--- src/rtl/dct_pkg.sv ---
// Shared register map and control-field layout for the dual-compare timer.
// Assumes the data word is at least four bits wide so the control bits fit.
package dct_pkg;
    localparam int ADDR_W = 2;

    localparam logic [ADDR_W-1:0] REG_CTRL = 2'd0;
    localparam logic [ADDR_W-1:0] REG_CMPA = 2'd1;
    localparam logic [ADDR_W-1:0] REG_CMPB = 2'd2;
    localparam logic [ADDR_W-1:0] REG_CLR  = 2'd3;

    localparam int BIT_RUN  = 0;
    localparam int BIT_OEN  = 1;
    localparam int BIT_INV  = 2;
    localparam int BIT_FINE = 3;

    typedef struct packed {
        logic fine;
        logic inv;
        logic oen;
        logic run;
    } ctrl_t;
endpackage

--- src/rtl/dct_regs.sv ---
// Register file: control bits, the two compare values and the flag-clear strobes.
// Assumes writes are single-cycle strobes. Changes to the mode bit are locked out while running.
module dct_regs
    import dct_pkg::*;
#(
    parameter int CNT_W = 16
) (
    input  logic              clk,
    input  logic              rst_n,
    input  logic              wr_en,
    input  logic [ADDR_W-1:0] wr_addr,
    input  logic [CNT_W-1:0]  wr_data,
    output ctrl_t             ctrl,
    output logic [CNT_W-1:0]  cmp_a,
    output logic [CNT_W-1:0]  cmp_b,
    output logic              clr_a,
    output logic              clr_b
);
    // Decode the flag-clear strobes from a write to the clear register.
    always_comb begin
        clr_a = wr_en && (wr_addr == REG_CLR) && wr_data[0];
        clr_b = wr_en && (wr_addr == REG_CLR) && wr_data[1];
    end

    // Hold the control bits and compare values; the mode bit is frozen while running.
    always_ff @(posedge clk) begin
        if (!rst_n) begin
            ctrl  <= '0;
            cmp_a <= '0;
            cmp_b <= '0;
        end else if (wr_en) begin
            case (wr_addr)
                REG_CTRL: begin
                    ctrl.run <= wr_data[BIT_RUN];
                    ctrl.oen <= wr_data[BIT_OEN];
                    ctrl.inv <= wr_data[BIT_INV];
                    if (!ctrl.run) ctrl.fine <= wr_data[BIT_FINE];
                end
                REG_CMPA: cmp_a <= wr_data;
                REG_CMPB: cmp_b <= wr_data;
                default: ;
            endcase
        end
    end

    // a control write while running keeps the fine-mode bit
    p_mode_locked_r9: assert property (@(posedge clk) disable iff (!rst_n)
        (ctrl.run && wr_en && wr_addr == REG_CTRL) |=> $stable(ctrl.fine));
endmodule

--- src/rtl/dct_counter.sv ---
// Up-counter with an optional half-step phase bit. It produces the A and B
// compare events for each tick it takes. Assumes a compare value written
// below the current count ends the period on the next tick.
module dct_counter #(
    parameter int CNT_W = 16
) (
    input  logic             clk,
    input  logic             rst_n,
    input  logic             run,
    input  logic             fine,
    input  logic             tick_en,
    input  logic [CNT_W-1:0] cmp_a,
    input  logic [CNT_W-1:0] cmp_b,
    output logic [CNT_W-1:0] cnt,
    output logic             a_hit,
    output logic             b_hit
);
    localparam int POS_W = CNT_W + 1;

    logic             phase;
    logic             adv;
    logic             at_end;
    logic [POS_W-1:0] pos;
    logic [POS_W-1:0] a_wide;
    logic [POS_W-1:0] last_pos;
    logic             a_ok_norm;
    logic             a_ok_fine;

    // Form the half-step position and the compare qualifiers.
    always_comb begin
        adv       = run && tick_en;
        pos       = {cnt, phase};
        a_wide    = {1'b0, cmp_a};
        last_pos  = {cmp_b, 1'b1};
        a_ok_norm = (cnt == cmp_a) && (cmp_a <= cmp_b);
        a_ok_fine = (pos == a_wide) && (a_wide <= last_pos);
        at_end    = fine ? (phase && (cnt >= cmp_b)) : (cnt >= cmp_b);
        a_hit     = adv && (fine ? a_ok_fine : a_ok_norm);
        b_hit     = adv && at_end;
    end

    // Advance count and phase on each tick; clear them while stopped.
    always_ff @(posedge clk) begin
        if (!rst_n || !run) begin
            cnt   <= '0;
            phase <= 1'b0;
        end else if (adv) begin
            if (fine && !phase) begin
                phase <= 1'b1;
            end else begin
                phase <= 1'b0;
                cnt   <= at_end ? '0 : cnt + 1'b1;
            end
        end
    end

    // a stopped timer has a zero count on the next cycle
    p_stop_clears_r2: assert property (@(posedge clk) disable iff (!rst_n)
        !run |=> (cnt == '0));
    // without a tick the count holds
    p_hold_no_tick_r2: assert property (@(posedge clk) disable iff (!rst_n)
        (run && !tick_en) |=> $stable(cnt));
    // the period-end event reloads the count
    p_reload_r3: assert property (@(posedge clk) disable iff (!rst_n)
        b_hit |=> (cnt == '0));
    // a normal-mode A event only exists for A <= B
    p_a_qual_r4: assert property (@(posedge clk) disable iff (!rst_n)
        (a_hit && !fine) |-> (cmp_a <= cmp_b));
endmodule

--- src/rtl/dct_outgen.sv ---
// Waveform state, interrupt flags and pin mapping. It consumes the compare
// events and the flag-clear strobes. Assumes the events arrive only while running.
module dct_outgen (
    input  logic clk,
    input  logic rst_n,
    input  logic run,
    input  logic oen,
    input  logic inv,
    input  logic a_hit,
    input  logic b_hit,
    input  logic clr_a,
    input  logic clr_b,
    output logic tmr_out,
    output logic flag_a,
    output logic flag_b
);
    logic act;

    // Track the waveform state: the period end wins over the set point.
    always_ff @(posedge clk) begin
        if (!rst_n || !run) act <= 1'b0;
        else if (b_hit)     act <= 1'b0;
        else if (a_hit)     act <= 1'b1;
    end

    // Update the sticky flags; a new event beats a clear on the same edge.
    always_ff @(posedge clk) begin
        if (!rst_n) begin
            flag_a <= 1'b0;
            flag_b <= 1'b0;
        end else begin
            if (a_hit)      flag_a <= 1'b1;
            else if (clr_a) flag_a <= 1'b0;
            if (b_hit)      flag_b <= 1'b1;
            else if (clr_b) flag_b <= 1'b0;
        end
    end

    // Map the waveform state onto the pin level.
    always_comb begin
        if (oen) tmr_out = inv ? act : ~act;
        else     tmr_out = inv;
    end

    // the period-end event leaves the waveform idle
    p_b_idles_r6: assert property (@(posedge clk) disable iff (!rst_n)
        b_hit |=> !act);
    // a lone set-point event makes the waveform active
    p_a_activates_r4: assert property (@(posedge clk) disable iff (!rst_n)
        (a_hit && !b_hit && run) |=> act);
    // an event sets its flag even when a clear arrives with it
    p_event_wins_a_r8: assert property (@(posedge clk) disable iff (!rst_n)
        a_hit |=> flag_a);
    p_event_wins_b_r8: assert property (@(posedge clk) disable iff (!rst_n)
        b_hit |=> flag_b);
    // a clear with no event drops the flag
    p_clear_a_r8: assert property (@(posedge clk) disable iff (!rst_n)
        (clr_a && !a_hit) |=> !flag_a);
endmodule

--- src/rtl/dual_cmp_timer.sv ---
// Top level of the dual-compare timer: register file, counter and output stage.
// Assumes tick_en is a single-cycle enable from an external prescaler and CNT_W >= 4.
module dual_cmp_timer
    import dct_pkg::*;
#(
    parameter int CNT_W = 16
) (
    input  logic              clk,
    input  logic              rst_n,
    input  logic              tick_en,
    input  logic              wr_en,
    input  logic [ADDR_W-1:0] wr_addr,
    input  logic [CNT_W-1:0]  wr_data,
    output logic              tmr_out,
    output logic              flag_a,
    output logic              flag_b,
    output logic [CNT_W-1:0]  count
);
    ctrl_t            ctrl;
    logic [CNT_W-1:0] cmp_a;
    logic [CNT_W-1:0] cmp_b;
    logic             clr_a;
    logic             clr_b;
    logic             a_hit;
    logic             b_hit;

    dct_regs #(.CNT_W(CNT_W)) u_regs (
        .clk     (clk),
        .rst_n   (rst_n),
        .wr_en   (wr_en),
        .wr_addr (wr_addr),
        .wr_data (wr_data),
        .ctrl    (ctrl),
        .cmp_a   (cmp_a),
        .cmp_b   (cmp_b),
        .clr_a   (clr_a),
        .clr_b   (clr_b)
    );

    dct_counter #(.CNT_W(CNT_W)) u_counter (
        .clk     (clk),
        .rst_n   (rst_n),
        .run     (ctrl.run),
        .fine    (ctrl.fine),
        .tick_en (tick_en),
        .cmp_a   (cmp_a),
        .cmp_b   (cmp_b),
        .cnt     (count),
        .a_hit   (a_hit),
        .b_hit   (b_hit)
    );

    dct_outgen u_outgen (
        .clk     (clk),
        .rst_n   (rst_n),
        .run     (ctrl.run),
        .oen     (ctrl.oen),
        .inv     (ctrl.inv),
        .a_hit   (a_hit),
        .b_hit   (b_hit),
        .clr_a   (clr_a),
        .clr_b   (clr_b),
        .tmr_out (tmr_out),
        .flag_a  (flag_a),
        .flag_b  (flag_b)
    );
endmodule

--- config.mk ---
export PLATFORM = sky130hd
export DESIGN_NAME = dual_cmp_timer
export DESIGN_NICKNAME = d
export VERILOG_FILES = /design/src/rtl/dct_pkg.sv /design/src/rtl/dct_regs.sv /design/src/rtl/dct_counter.sv /design/src/rtl/dct_outgen.sv /design/src/rtl/dual_cmp_timer.sv
export SDC_FILE = /design/constraint.sdc
export NUM_CORES = 1
export LEC_CHECK = 0
export ABC_AREA = 1
export BUFFER_PORTS_ARGS = -buffer_cell sky130_fd_sc_hd__buf_2
export CORE_MARGIN = 2
export CORE_UTILIZATION = 53
export DETAILED_ROUTE_END_ITERATION = 8
export PLACE_DENSITY = 0.79
export SETUP_SLACK_MARGIN = 0.5
export SLEW_MARGIN = 25
export SYNTH_ARGS = -nofsm -noshare
export SYNTH_HDL_FRONTEND = slang
export SYNTH_SLANG_ARGS = --single-unit
--- constraint.sdc ---
create_clock -name clk -period 1.8 [get_ports clk]
set_input_delay 0.18 -clock clk [delete_from_list [all_inputs] [get_ports clk]]
set_output_delay 0.18 -clock clk [all_outputs]
set_load 0.02 [all_outputs]
Word level (Yosys, flattened, before mapping). Index checks and enable logic that the tools add are counted.

Register bits after elaboration: 56. Input port bits: 22. Output and inout port bits: 19. Logic and storage cells: 56.

Add/subtract/negate cells: 1. Magnitude comparators: 3. Eq/ne operators: 5. Mux-type cells: 10. Bitwise gates (word level): 3. Reduce and logical (&&, ||, !) cells: 23.

Operators by type and width (count): 17-bit by 16-bit equality test with 1-bit output (1); 16-bit by 17-bit <= comparator with 1-bit output (1); 16-bit by 1-bit adder with 16-bit output, second input constant (1); 16-bit equality test (1); 16-bit greater-or-equal comparator (1); 16-bit <= comparator (1); 16-bit two-way mux (1); 1-bit logical AND (10); 1-bit two-way mux (9); 2-bit AND reduction (4); 2-bit equality test, second input constant (2); 2-bit nonzero test (2); 1-bit zero test (3); 1-bit NOT (3); 3-bit AND reduction (1); 2-bit by 1-bit equality test with 1-bit output, second input constant (1); 2-bit zero test (1); 2-bit OR reduction (1); 1-bit logical OR (1).

Logic depth before layout (Yosys ltp). Gate-level depths: netlist (run 1).

Word-level depth: 5. Depth in mapped cells: 16. Gate-level depth less buffers: 16.

By module. A second synthesis (run 1) with hierarchy kept.

Cell total of the unflattened synthesis: 649. Area, all modules: 4160.2 µm².

Modules (own cells, without submodules): dct_counter (times used 1, cells an instance 391, area an instance 2463.6 µm², sequential area each 340.3 µm²); dct_regs (times used 1, cells an instance 236, area an instance 1560.2 µm², sequential area each 720.7 µm²); dct_outgen (times used 1, cells an instance 22, area an instance 136.4 µm², sequential area each 60.1 µm²).

Least setup slack after synthesis (run 1). OpenSTA, ideal clock, no wires.

Path type: reg-to-reg. From: register u_counter.cnt[0]. To: register u_counter.cnt[2]. Setup time: 117 ps. Arrival: 1693 ps. Required time: 1683 ps. Path slack: -10 ps. Cell stages (with the launch flop): 12. Buffers on the path: 1. Period minus slack after synthesis: 1810 ps. Path through: dfxtp_1 inv_1 ha_1 o21bai_1 nand3_1 a21oi_1 o21ai_0 nand3_1 nand2_1 nand3_2 buf_2 nor2_1.

Cells in the longest elaborated chain, start to end: 4. Elaborated cells on any way between the ends: 5. Classes of those cells: add/sub (1); order compare (1); mux (2); reduce/logical (1).

Ends and longest elaborated chain: start, declared (line dct_counter.sv:14) `output logic [CNT_W-1:0] cnt,`; start signal, assigned (line dct_counter.sv:52) `cnt <= at_end ? '0 : cnt + 1'b1;`; 16-bit greater-or-equal comparator (line dct_counter.sv:37) `at_end = fine ? (phase && (cnt >= cmp_b)) : (cnt >= cmp_b);`; 1-bit logical AND (line dct_counter.sv:37); 1-bit two-way mux (line dct_counter.sv:37); 16-bit two-way mux * (line dct_counter.sv:52).

Mark *: on every way between the ends. The rest lies on a longest branch, timed or not. A chain may end at the register's enable or synchronous reset.

Worst setup path after layout (run 1).
From: register u_regs.cmp_b[9]. To: register u_counter.cnt[14].

Cells in the longest elaborated chain, start to end: 4.

Ends and longest elaborated chain: start, declared (line dct_regs.sv:15) `output logic [CNT_W-1:0] cmp_b,`; start signal, assigned (line dct_regs.sv:40) `REG_CMPB: cmp_b <= wr_data;`; 16-bit greater-or-equal comparator * (line dct_counter.sv:37); 1-bit logical AND (line dct_counter.sv:37); 1-bit two-way mux * (line dct_counter.sv:37); 16-bit two-way mux * (line dct_counter.sv:52).

Marked as above.

==> results of run 1 <==
## registers in the layout, indices dropped and copies added (netlist names)
signal and flops:
u_counter.cnt 16, u_regs.cmp_a 16, u_regs.cmp_b 16, u_regs.ctrl 4
u_counter.phase 1, u_outgen.act 1, u_outgen.flag_a 1, u_outgen.flag_b 1
## how the worst max path moves through the flow
stage | end | slack (ns)
final | u_counter.cnt[14] | -0.19
after global routing | u_counter.cnt[14] | -0.23
after CTS | u_outgen.flag_a | 0.05
after detailed placement | u_counter.cnt[1] | -0.02
after global placement | u_counter.cnt[13] | 0.05
after floorplan | u_counter.cnt[2] | 0.21
## power by group through the flow
stage               Clock, mW  Sequential, mW  Combinational (mW)
floorplan                   0            1.33               0.407
global placement            0            1.34               0.562
detailed placement          0            1.34               0.583
CTS                     0.832            1.32               0.663
global route            0.894            1.33               0.844
finish                  0.848            1.33               0.773
## area by class of cell
cell class | instances | area share [%]
multi-input cells | 398 | 55.0
flip-flops and latches | 56 | 23.4
repair buffers | 83 | 11.8
inverters | 66 | 5.35
well taps | 96 | 2.35
clock buffers | 6 | 1.84
clock inverters | 2 | 0.294
## per-layer routing
metal / share of wire, % / up-vias
li1: - / 1915
met5: 0 / -
met2: 48 / 252
met3: 8.4 / 56
met4: 3.8 / 0
met1: 40 / 1908
## cells in the mapped netlist
| cell | instances |
|---|---|
| ha_1 | 48 |
| or2_2 | 2 |
| nor2_4 | 2 |
| o31ai_1 | 1 |
| nor2_1 | 58 |
| nand3_2 | 4 |
| clkinv_2 | 1 |
| a21o_1 | 2 |
| a21oi_1 | 56 |
| inv_2 | 2 |
| clkinv_1 | 1 |
| o21ai_0 | 48 |
| o21ai_4 | 1 |
| o22ai_1 | 2 |
| nand3_1 | 23 |
| o21bai_1 | 1 |
| nand2_1 | 106 |
| o21a_1 | 1 |
| buf_2 | 1 |
| nand4_1 | 11 |
| inv_1 | 62 |
| nor2_2 | 2 |
| nand2_2 | 2 |
| xor2_1 | 12 |
| clkbuf_2 | 2 |
| nor4_1 | 1 |
| nor3_1 | 7 |
| clkbuf_1 | 9 |
| dfxtp_1 | 56 |
| xnor2_1 | 8 |
## through the flow
| step | hold WS, ns | util (%) | setup TNS [ns] | worst slack [ns] |
|---|---|---|---|---|
| floorplan | 0.315 | - | 0 | 0.206 |
| global placement | 0.415 | 64.3 | 0 | 0.0454 |
| detailed placement | 0.428 | 64.3 | -0.185 | -0.0214 |
| CTS | 0.0917 | 71.5 | 0 | 0.0465 |
| global route | 0.101 | 75.1 | -3.23 | -0.227 |
| finish | 0.0888 | 75.1 | -2.47 | -0.192 |
## repair_timing
item / CTS / global route
pin swaps: 22 / 32
cloned: 1 / 0
endpoints found under the setup margin: 20 / 20
gates resized for setup: 64 / 44
setup buffers: 13 / 10
## cell usage in the layout, fill, tap and decap left out, types with 13 or more instances in the layout
cell type	instances
a21oi_2	13
ha_4	24
o21ai_0	43
inv_1	44
ha_1	23
nand3_1	19
buf_4	35
nor2_1	46
dfxtp_2	30
dfxtp_1	17
nand2_1	97
a21oi_1	42
buf_2	39
## cell families after synthesis
| family | synth area share (%) |
|---|---|
| flip-flops | 30.1 |
| adder cells (fa/ha/maj) | 16.1 |
| AO/OA/AOI/OAI | 15.8 |
| XOR/XNOR | 4.71 |
| AND/OR/NAND/NOR | 25.3 |
| buffers and inverters | 8.00 |
## critical path, cell delays in order, from the launching register on
cell and delay [ns]:
dfxtp_2 0.36, inv_4 0.05, ha_4 0.22, a21oi_4 0.13, o21a_1 0.20, nor2_2 0.06
nor2_2 0.12, nand3_2 0.11, nand2_2 0.14, nand3_4 0.12, buf_12 0.16, buf_16 0.13
a21oi_2 0.13
==> impl_metrics.json, run 1 <==
{
  "status": "finished with violations",
  "violations": "setup timing",
  "totalWireLength_mm": 12.9,
  "min_path_type": "input pin to register",
  "portBuffers": 40,
  "swShare_pct": 33.9,
  "die_w_um": 87.8,
  "cp.arrival_ns": 2.25,
  "drcViolationCount": 0,
  "synthDominantCellAreaShare_pct": 30.1,
  "grt_use_met2_pct": 51.4,
  "worst_slew_pin_slew_ns": 0.405,
  "grt_overflow_total": 0,
  "reg2reg_slack_ns": -0.19,
  "peakVddDrop_uv": 363,
  "period_share_pct": 111,
  "hpwlAfterDp_mm": 8.10,
  "yosysTopAreaCell": "dfxtp_1",
  "ant_nets": 0,
  "path_max_fanout": 8,
  "worstHoldPathCells": 3,
  "clock_skew_ns": 0.0142,
  "pwr-share-clk_pct": 28.8,
  "antenna_found_initial": 0,
  "fill_cells": 481,
  "vias_per_cell": 5.84,
  "pwr-share-seq_pct": 45.0,
  "cts.clk_slew.worst_paths_ns": 0.12,
  "grt_pass1_vias": 3737,
  "multi_input_comb_area_um2": 2810,
  "finalPower_mw": 2.95,
  "area_growth_syn_to_layout_pct": 37.1,
  "io_pins": 41,
  "fmax_mhz": 502,
  "p_int_mw": 1.95,
  "ctsHtreeMaxLevel": 2,
  "grt_pass1_wl_mm": 18.2,
  "cts_hold_buf": 0,
  "first_pass_iters": 5,
  "setup_viol": 19,
  "row_count": 30,
  "initial_utilization_pct": 54.8,
  "synth_nets": 602,
  "synth_seq_area_share_pct": 30.1,
  "grtUsageMet1_pct": 39.8,
  "crit-reg2reg-launch": "u_regs.cmp_b[9]",
  "crit_type": "register to register",
  "power_density_nw_per_um2": 578,
  "grt_max_degree": 33,
  "power_leakage_nw": 2.20,
  "r2r_end": "u_counter.cnt[14]",
  "period_needed_ns": 1.99,
  "root_buffer": "clkbuf_8",
  "insertion_delay_ns": 0.33,
  "slew-limit-headroom_pct": 73.0,
  "clock_sinks": 56,
  "vias": 4131,
  "die_y_um": 87.8,
  "antenna_cells": 0,
  "p_sw_mw": 0.998,
  "start_kind": "register",
  "startpoint": "u_regs.cmp_b[9]",
  "drt-initial-drc-count": 358,
  "ff_latch_area_um2": 1190,
  "drv_cap": 0,
  "stdcell_area_um2": 5100,
  "wire_per_inst_um": 18.2,
  "final_cells": 707,
  "design.die.area_um2": 7710,
  "cts_tree": "done",
  "syn_avg_cell_area_um2": 7.00,
  "reg2regPathDepth": 12,
  "top_usage_layer": "met2",
  "ys_ff_latch": 56,
  "rsz0062_at_grt": "true",
  "syn_area_um2": 3720,
  "core_um2": 6790,
  "dpl_cell_area_um2": 4370,
  "ys_warn_count": 0,
  "clockBufferDepth": 2,
  "whs_endpoint": "u_regs.cmp_a[13]",
  "cp-end-kind": "register",
  "nets": 680,
  "dpl.cell_count": 675,
  "met3_usage_pct": 6.41,
  "synthCells": 532,
  "grt_usage_pct": 30.6,
  "cp_data_required_time_ns": 2.06,
  "hold_violations": 0,
  "drv_slew": 0,
  "globalplace.congestion": 0.901,
  "drive_gt1_share_pct": 38.0,
  "comb_power_share_pct": 26.2,
  "hp-start": "wr_data[13]",
  "cts_inserted_buffers": 5,
  "synth_area_leaders": "dfxtp_1, ha_1, nand2_1",
  "yosysUniqueCellTypes": 30,
  "setup_ws_ns": -0.192
}
(Power assumes the default switching activity.)
==> run 2, diff against run 1 <==
--- a/config.mk
+++ b/config.mk
@@ -8,9 +8,11 @@
 export ABC_AREA = 1
 export BUFFER_PORTS_ARGS = -buffer_cell sky130_fd_sc_hd__buf_2
 export CORE_MARGIN = 2
-export CORE_UTILIZATION = 53
+export CORE_UTILIZATION = 55
+export CTS_BUF_LIST = sky130_fd_sc_hd__clkbuf_2 sky130_fd_sc_hd__clkbuf_4 sky130_fd_sc_hd__clkbuf_8
+export CTS_CLUSTER_DIAMETER = 100
 export DETAILED_ROUTE_END_ITERATION = 8
-export PLACE_DENSITY = 0.79
+export PLACE_DENSITY = 0.81
 export SETUP_SLACK_MARGIN = 0.5
 export SLEW_MARGIN = 25
 export SYNTH_ARGS = -nofsm -noshare
==> run 2 against run 1 <==
  * The run now ends clean
  * Die area decreased by 3.5%
  * Clock power shrank 9.4%
  * Via count is 3.2% lower
  * Setup slack better by 0.23 ns
  * Highest routed layer unchanged
==> impl_metrics.json, run 2 (synthesis results as in run 1) <==
{
  "insertion_delay_ns": 0.32,
  "period_needed_ns": 1.76,
  "critPathSlowestCell": "dfxtp_2",
  "core_um2": 6460,
  "cp-end-kind": "register",
  "die_y_um": 86.3,
  "row_count": 29,
  "peakVddDrop_uv": 430,
  "cts_hold_buf": 0,
  "worstHoldPathCells": 3,
  "totalWireLength_mm": 11.5,
  "cts_tree": "done",
  "multi_input_comb_area_um2": 2750,
  "drt-initial-drc-count": 329,
  "nets": 675,
  "drv_slew": 0,
  "root_buffer": "clkbuf_8",
  "io_pins": 41,
  "rsz0062_at_grt": "true",
  "period_share_pct": 97.7,
  "layout_commonest_cell": "nand2_1",
  "drv_cap": 0,
  "grt_pass1_vias": 3795,
  "antenna_found_initial": 0,
  "fmax_mhz": 568,
  "final_util_pct": 75.9,
  "worst_slew_pin_slew_ns": 0.395,
  "cp.arrival_ns": 2.01,
  "grt_pass1_wl_mm": 18.1,
  "area_growth_syn_to_layout_pct": 31.7,
  "fill_cells": 454,
  "cp_common_cell": "nand2_1",
  "min_path_type": "input pin to register",
  "path_max_fanout": 4,
  "ant_nets": 0,
  "clock_skew_ns": 0.0113,
  "grt_usage_pct": 31.1,
  "ctsHtreeMaxLevel": 2,
  "tns_ns": 0,
  "cp_data_required_time_ns": 2.05,
  "antenna_cells": 0,
  "grtUsageMet1_pct": 40.1,
  "portBuffers": 40,
  "top_usage_layer": "met2",
  "status": "finished, final reports clean",
  "drcViolationCount": 0,
  "setup_viol": 0,
  "grt_use_met2_pct": 51.9,
  "start_kind": "register",
  "clock_sinks": 56,
  "grt_max_degree": 33,
  "power_density_nw_per_um2": 569,
  "drive_gt1_share_pct": 34.0,
  "initial_utilization_pct": 57.6,
  "die_w_um": 86.3,
  "hpwlAfterDp_mm": 8.15,
  "path_cells": "inv_4, ha_1, a21oi_1, o21ai_0, a21oi_1, nand2_1, nand2_1, nand2_1, nand2_1, nand3_2, a21oi_2",
  "grt_overflow_total": 0,
  "reg2reg_slack_ns": 0.04,
  "wire_per_inst_um": 16.9,
  "globalplace.congestion": 0.974,
  "clockBufferDepth": 2,
  "cp_slowest_stage_delay_ns": 0.37,
  "crit_type": "register to register",
  "power_leakage_nw": 2.17,
  "reg_top3": "u_counter.cnt: 16 flops, u_regs.cmp_a: 16 flops, u_regs.cmp_b: 16 flops",
  "hold_violations": 0,
  "ff_latch_area_um2": 1180,
  "slew-limit-headroom_pct": 73.7,
  "cts_inserted_buffers": 5,
  "design.die.area_um2": 7440,
  "first_pass_iters": 6,
  "cts.clk_slew.worst_paths_ns": 0.10,
  "vias_per_cell": 5.86,
  "layout_common_cells": "nand2_1, inv_1, nor2_1",
  "vias": 3999,
  "reg2regPathDepth": 11,
  "finalPower_mw": 2.79,
  "met3_usage_pct": 5.71
}
-- run 2: changes by cell type in the layout (fill, tap and decap cells not counted), moves of 3 or more --
cell	delta
inv_4	-4
nor2_2	-5
ha_1	+7
dfxtp_2	-6
nand2_2	-5
inv_1	+4
dfxtp_1	+6
nor2_4	+3
buf_4	-4
nand2_1	+4
ha_4	-6
-- run 2: path summary, 6_finish.rpt --
path | endpoint | from
max | u_outgen.act | u_regs.cmp_b[11]
max reg2reg | u_outgen.act | u_regs.cmp_b[11]
min | u_regs.cmp_a[12] | wr_data[12]
min reg2reg | u_outgen.flag_b | u_outgen.flag_b
-- run 2: area by class of cell --
class | count | area share, %
Tap cell | 77 | 1.96
Timing Repair Buffer | 76 | 10.5
Multi-Input combinational cell | 400 | 56.1
Clock inverter | 1 | 0.128
Clock buffer | 7 | 1.84
Sequential cell | 56 | 24.2
Inverter | 66 | 5.28
-- run 2: report_power, final --
part / total, mW / internal [mW] / switching, mW
Combinational: 0.698 / 0.278 / 0.420
Clock: 0.768 / 0.331 / 0.438
Sequential: 1.32 / 1.27 / 0.0512
Total: 2.79 / 1.88 / 0.909
-- run 2: routing by layer --
metal,part of all wire (%),up-vias
met2,47,212
met1,42,1837
met3,7.0,43
li1,-,1907
met5,0,-
met4,3.6,0
-- run 2: repair_timing --
item	4_1_cts	5_1_grt
gates cloned	2	0
setup endpoints to repair	19	22
buffers inserted	11	1
pin swaps	29	16
resized for setup	63	23
-- run 2: worst max-delay path, delay by kind of cell, from the launching register on --
kind | cells | cell delay (ns)
AND/OR/NAND/NOR | 5 | 0.35
AO/OA/AOI/OAI | 4 | 0.62
buffers and inverters | 1 | 0.05
adder cells (fa/ha/maj) | 1 | 0.30
flip-flops | 1 | 0.37
-- run 2: through the flow --
stage	worst slack (ns)	hold slack, ns	instances	area [um^2]
6_report	0.0405	0.0947	683	4900
5_1_grt	-0.0708	0.107	683	4900
4_1_cts	0.0645	0.0960	682	4830
3_5_place_dp	-0.109	0.427	661	4380
3_3_place_gp	-0.0458	0.422	661	4380
2_1_floorplan	0.206	0.315	532	3950
